===== config.mk =====
export PLATFORM = sky130hd
export DESIGN_NAME = perf_counter_bank
export DESIGN_NICKNAME = d
export VERILOG_FILES = /design/src/rtl/perf_counter_bank.sv
export SDC_FILE = /design/constraint.sdc
export NUM_CORES = 1
export LEC_CHECK = 0
export BUFFER_PORTS_ARGS = -buffer_cell sky130_fd_sc_hd__buf_2
export CAP_MARGIN = 20
export CORE_UTILIZATION = 40
export DETAILED_ROUTE_END_ITERATION = 16
export PLACE_DENSITY = 0.66
export SYNTH_ARGS = -nofsm -noshare
export SYNTH_HDL_FRONTEND = slang
export SYNTH_SLANG_ARGS = --single-unit
export TNS_END_PERCENT = 50

===== constraint.sdc =====
create_clock -name clk -period 3.2 [get_ports clk]
set_input_delay 0.32 -clock clk [delete_from_list [all_inputs] [get_ports clk]]
set_output_delay 0.32 -clock clk [all_outputs]
set_load 0.02 [all_outputs]

===== src/rtl/perf_counter_bank.sv =====
module perf_counter_bank #(
  parameter int W   = 32,
  parameter int EVW = 128,
  parameter int NW  = 10
) (
  input  logic           clk,
  input  logic           rst_n,
  input  logic [EVW-1:0] ev,
  input  logic [31:0]    mode0,
  input  logic [31:0]    mode1,
  input  logic           acc_valid,
  input  logic           acc_write,
  input  logic           acc_sup,
  input  logic [NW-1:0]  acc_num,
  input  logic [W-1:0]   acc_wdata,
  output logic [W-1:0]   acc_rdata,
  output logic           acc_err,
  input  logic           thr_hit,
  input  logic [W-1:0]   thr_addr,
  input  logic [W-1:0]   done_addr,
  output logic           irq
);
  localparam int NC = 4;

  logic [NC-1:0][W-1:0] cnt, cnt_nxt;
  logic [W-1:0]         sia;
  logic [NC-1:0][6:0]   sel;
  logic [NC-1:0]        hit_sup, hit_usr, flag_now, flag_nxt;
  logic                 hit_sia, wr;

  // Mode-word bits a:b (bit 0 = MSB) map to [31-a:31-b]
  assign sel[0] = mode0[12:6];
  assign sel[1] = {1'b0, mode0[5:0]};
  assign sel[2] = {2'b0, mode1[31:27]};
  assign sel[3] = {2'b0, mode1[26:22]};

  assign hit_sup = {acc_num == NW'(958), acc_num == NW'(957),
                    acc_num == NW'(954), acc_num == NW'(953)};
  assign hit_usr = {acc_num == NW'(942), acc_num == NW'(941),
                    acc_num == NW'(938), acc_num == NW'(937)};
  assign hit_sia = acc_num == NW'(955);
  assign wr      = acc_valid & acc_write & acc_sup;

  always_comb begin
    for (int i = 0; i < NC; i++) begin
      cnt_nxt[i] = cnt[i];
      if (wr && hit_sup[i])
        cnt_nxt[i] = acc_wdata;
      else if (ev[sel[i]] && cnt[i] != '1)
        cnt_nxt[i] = cnt[i] + W'(1);
      flag_now[i] = cnt[i][W-1];
      flag_nxt[i] = cnt_nxt[i][W-1];
    end
  end

  assign irq = |flag_now;

  always_ff @(posedge clk) begin
    if (!rst_n) begin
      cnt <= '0;
      sia <= '0;
    end else begin
      cnt <= cnt_nxt;
      if (|flag_nxt && !(|flag_now))
        sia <= thr_hit ? thr_addr : done_addr;
      else if (wr && hit_sia)
        sia <= acc_wdata;
    end
  end

  always_comb begin
    acc_rdata = '0;
    if (acc_valid && !acc_write) begin
      for (int i = 0; i < NC; i++)
        if (hit_usr[i] || (acc_sup && hit_sup[i])) acc_rdata = cnt[i];
      if (acc_sup && hit_sia) acc_rdata = sia;
    end
  end

  assign acc_err = acc_valid & ~acc_sup & (acc_write | (|hit_sup) | hit_sia);
endmodule



==> After elaboration in Yosys (flattened, before gate mapping) <==
Index checks and enable logic that the tools add are counted.
{ "word_totals": {"regBits": 160, "latch_bits": 0, "ram_bits": 0, "romBits": 0, "output_inout_bits": 34, "wordCells": 92, "mem_count": 0} }
{ "classes": {"addsub": 4, "multipliers": 0, "div_mod_pow": 0, "magnitude_cmp": 4, "eq_ne": 13, "n_shift": 0, "n_mux": 25, "bitwise": 7, "n_reduce_logical": 30} }
{ "op_table": {"columns": ["cell", "count"], "rows": [
  ["2-to-1 mux 32 bit", 17],
  ["adder 32 x 1 -> 32 bit (second input constant)", 4],
  ["inequality test 32 bit (second input constant)", 4],
  ["== test 10 bit (second input constant)", 9],
  ["logical AND 1 bit", 16],
  ["less-than comparator 5 x 8 -> 1 bit (second input constant)", 2],
  ["OR reduction 4 bit", 3],
  ["binary-select mux 1 bit (select 5 bit)", 2],
  ["nonzero test 2 bit", 5],
  ["less-than comparator 6 x 8 -> 1 bit (second input constant)", 1],
  ["less-than comparator 7 x 8 -> 1 bit (second input constant)", 1],
  ["binary-select mux 1 bit (select 7 bit)", 1],
  ["binary-select mux 1 bit (select 6 bit)", 1],
  ["bitwise AND 1 bit", 4],
  ["logical OR 1 bit", 4],
  ["2-to-1 mux 1 bit", 4],
  ["logical NOT 1 bit", 2],
  ["OR 1 bit", 2],
  ["NOT 1 bit", 1]
]} }

==> Longest topological paths before layout <==
{ "depth": {"word_depth": 9, "depth_mapped": 13, "depth_no_buf": 10} }

==> Worst setup path before layout <==
No wires, ideal clock.
{ "synth_timing": {"path_type": "input port to flip-flop", "start": "input mode1[27]", "end": "register sia[30]", "setup_time_ns": 0.124, "arrival_ns": 3.160, "t_required_ns": 3.076, "path_slack_ns": -0.084, "cell_stages": 12, "path_buffers": 2, "cell_sequence": "buf_2 > mux4_2 > mux2i_1 > nor3b_1 > or4_1 > nand4_1 > mux2_1 > mux2_2 > nor2_1 > a41oi_4 > buf_8 > mux2i_1"} }
{ "synth_via": {"elab_chain_cells": 8, "elab_cells_between_ends": 9, "cone_classes": "mux (5); reduce/logical (4)"} }
{ "synth_lines": {"columns": ["element", "line", "source"], "rows": [
  ["start, declared", "10", "input logic [31:0] mode1,"],
  ["binary-select mux 1 bit (select 5 bit) *", "49", "else if (ev[sel[i]] && cnt[i] != '1)"],
  ["2-to-1 mux 1 bit (implied by the code) *", "49", null],
  ["logical AND 1 bit *", "49", null],
  ["2-to-1 mux 32 bit *", "49", null],
  ["2-to-1 mux 32 bit *", "47", "if (wr && hit_sup[i])"],
  ["OR reduction 4 bit *", "64", "if (|flag_nxt && !(|flag_now))"],
  ["logical AND 1 bit *", "64", null],
  ["2-to-1 mux 32 bit or nonzero test 2 bit (tied branches)", null, null],
  ["end signal, assigned", "65", "sia <= thr_hit ? thr_addr : done_addr;"],
  ["end signal, assigned", "67", "sia <= acc_wdata;"],
  ["end, declared", "26", "logic [W-1:0] sia;"]
]} }
Every way passes the cells marked *; elsewhere a longest branch is shown, timed or not. The select of a mux whose other input is x is not followed.
A chain may end at the register's enable or synchronous reset.

==> Worst setup path in the final report <==
{ "layout_timing": {"start": "input mode0[7]", "end": "register sia[27]"} }
{ "layout_via": {"elab_chain_cells": 8, "elab_cells_between_ends": 9, "cone_classes": "mux (5); reduce/logical (4)"} }
{ "layout_lines": {"columns": ["element", "line", "source"], "rows": [
  ["start, declared", "9", "input logic [31:0] mode0,"],
  ["binary-select mux 1 bit (select 7 bit) *", "49", null],
  ["2-to-1 mux 1 bit (implied by the code) *", "49", null],
  ["logical AND 1 bit *", "49", null],
  ["2-to-1 mux 32 bit *", "49", null],
  ["2-to-1 mux 32 bit *", "47", null],
  ["OR reduction 4 bit *", "64", null],
  ["logical AND 1 bit *", "64", null],
  ["2-to-1 mux 32 bit or nonzero test 2 bit (tied branches)", null, null]
]} }
Marked as above.

==> impl_metrics.toml <==
[critical_path]
worst_ep_required_time_ns = 3.57
reg2reg_depth = 11
crit_path_end_kind = "register"
crit_path_top_delay_cell = "mux4_1"
startpoint = "mode0[7]"
cp-start-kind = "input pin"
crit_fanout = 16
crit_top_cell = "mux2i_1"
critPathKind = "input pin to register"
cpPeakStageDelay_ns = 0.56
cp_cell_sequence = "buf_2 > mux4_1 > mux2i_1 > mux2i_1 > mux2_2 > and3_1 > a311o_1 > o21a_1 > mux2_4 > a41oi_4 > buf_12 > mux2i_1"
r2r-start = "cnt[71]"
worst_ep_arrival_time_ns = 3.44

[clock_tree]
clk_pin_slew_worst_paths_ns = 0.07
numCtsBuffers = 17
clock_sinks = 160
clkLatencyLatePin_ns = 0.44
cts_tree = "yes"
cts_buffer_depth = 2
hold_buffers = 0
h-tree-depth = 4
cts-root-buf = "clkbuf_16"

[sta]
worst_slack_ns = 0.131
slew_headroom = 0.499
timing.final.crit_share = 0.959
hold_violations = 0
tightest_slew_ns = 0.752
period_needed_ns = 3.07
setup_viol = 0
tns_ns = 0
slew_viol_final = 0
fmax_ghz = 0.326
finalClockSkew_ns = 0.00924

[synth]
synth_area_leaders = "dfxtp_1, mux4_2, mux2i_1"
syn_area_per_cell_sq_um = 8.39
synth-edff-count = 0
yosys.area.top_type = "dfxtp_1"
async_flop_share = 0
synth_nets = 1747
syn_inst = 1439
yosysMostFrequentCell = "dfxtp_1"
synth_area_sq_um = 12100
synth_top_cell_area_share = 0.265
synth_common_cells = "dfxtp_1, nor2_1, nand2_1"
ys_types = 58
synth_seq_cells = 160
ys_warn_count = 0
synthFlopType = "dfxtp_1"
ys_seq_area_frac = 0.265

[run_status]
status = "finished clean"

[detailed_routing]
wl_per_cell_um = 20.2
detail_route.first_pass.iterations = 8
wirelength_mm = 43.2
drtAntennaViolNets = 0
vias = 12805
detail_route.iter0.violations = 1226
vias_per_cell = 6.00
drc = 0

[layout]
num-fill-cells = 2890
nets = 2037
drive_gt1_frac = 0.281
fin_area_sq_um = 15000
area_growth_pct = 24.3

[power]
leakagePower_nw = 5.31
peakVddDrop_uv = 366
power_density_nw_per_um2 = 333

[grt]
gr-total-overflow = 0
grt_max_degree = 65
first_global_vias = 12017
grt.total_usage = 0.275
grt_pass1_wl_mm = 66.4
antenna_found_initial = 2

[worst_hold_path]
hold_path_class = "input pin to register"
min_path_cells = 3
holdCritStartpoint = "done_addr[13]"

[placed_design]
dp_slack_ns = -0.267
routabilityCongestion = 0.908
hpwl_mm = 32.3
numPortBuffers = 296
place_area_sq_um = 14300

[floorplan]
io-pin-count = 338
initial_core_util = 0.407
core-area_sq_um = 29600
fp.dieW_um = 176
dieArea_sq_um = 30900
std_cell_rows = 63
die_h_um = 176

[run]
drv_cap = 0
[what timing repair did]
item,4_1_cts,5_1_grt
gates resized for setup,0,5
setup endpoints to repair,0,32
buffers inserted,0,2
[path summary, 6_finish.rpt]
check	to	slack (ns)
setup / recovery	sia[27]	0.13
hold / removal	sia[13]	0.18
setup reg to reg	sia[27]	0.14
hold reg to reg	cnt[78]	0.54
[state kept, by name, summed over array words and instances, names as in the netlist]
signal,cells
cnt,128
sia,32
[power by group]
part / internal (mW) / switching (mW) / leakage (nW) / total (mW)
logic: 0.415 / 0.403 / 3.73 / 0.818
clock network: 1.17 / 0.960 / 0.286 / 2.13
registers: 2.01 / 0.0329 / 1.29 / 2.05
total: 3.60 / 1.40 / 5.31 / 5.00
[metal layers]
metal | global-route usage | vias to the layer above | share of wire
met5 | 0 | - | 0
met4 | 0.0953 | 0 | 0.036
met3 | 0.0498 | 85 | 0.080
met2 | 0.441 | 527 | 0.46
met1 | 0.370 | 6154 | 0.42
li1 | - | 6039 | -
[logic make-up after synthesis]
logic type	after synthesis	synth area share
simple gates	510	0.215
compound gates	385	0.218
flops	160	0.265
mux	145	0.176
buf+inv	135	0.0496
xor+xnor	100	0.0726
fa+ha+maj	4	0.00415
[metrics by stage]
step	power, mW	util	hold slack [ns]	instances
5_1_grt	5.16	0.506	0.171	2134
6_report	5.00	0.506	0.177	2134
3_3_place_gp	2.89	0.484	0.513	2097
2_1_floorplan	2.52	-	0.460	1439
4_1_cts	5.00	0.504	0.172	2129
3_5_place_dp	2.90	0.484	0.531	2097
[final cells by class]
class	count	area (sq um)	share of cell area
Sequential cell	160	3200	0.214
Timing Repair Buffer	379	2270	0.152
Tap cell	390	488	0.0325
Antenna cell	2	5.00	0.000334
Multi-Input combinational cell	1144	8330	0.555
Inverter	27	101	0.00676
Clock buffer	17	425	0.0284
Clock inverter	15	171	0.0114
[placed cells by master, fill, tap and decap left out, types with 4 or more instances in the layout]
master     synthesis  layout
a211oi_1          62      62
or3_1             23      23
clkbuf_16          0      18
nor3_2             1       6
buf_4              5      70
mux4_1             5       5
mux2_2             4       4
o21ai_0           66      66
and4_1            12      11
mux2i_1           88      88
nor3_1            32      27
or2_2              5       5
buf_2             13     296
dfxtp_1          160     159
inv_1             25      25
a22oi_1           72      72
mux4_2            46      46
and2_1             7       7
a311oi_1          21      21
inv_6              0       6
nand4_1           35      35
nand2_1           90      86
xor2_1            48      48
and3_1            15      15
o211ai_1          66      66
nand2b_1          73      73
nor2_1           126     124
nor2b_1           13      13
a221oi_1           4       4
nor4_1            10       8
ha_1               4       4
a2111oi_0          4       4
nand2_2            0       4
nand3_1           54      53
a31oi_1           36      36
buf_12             0      12
xnor2_1           52      52
a21oi_1           47      47
[worst max-delay path: cells and delay by family]
family / cells / cell delay, ns
buf+inv: 2 / 0.37
compound gates: 3 / 0.88
mux: 6 / 1.64
simple gates: 1 / 0.18
No activity file was read; power rests on OpenSTA's default activity.
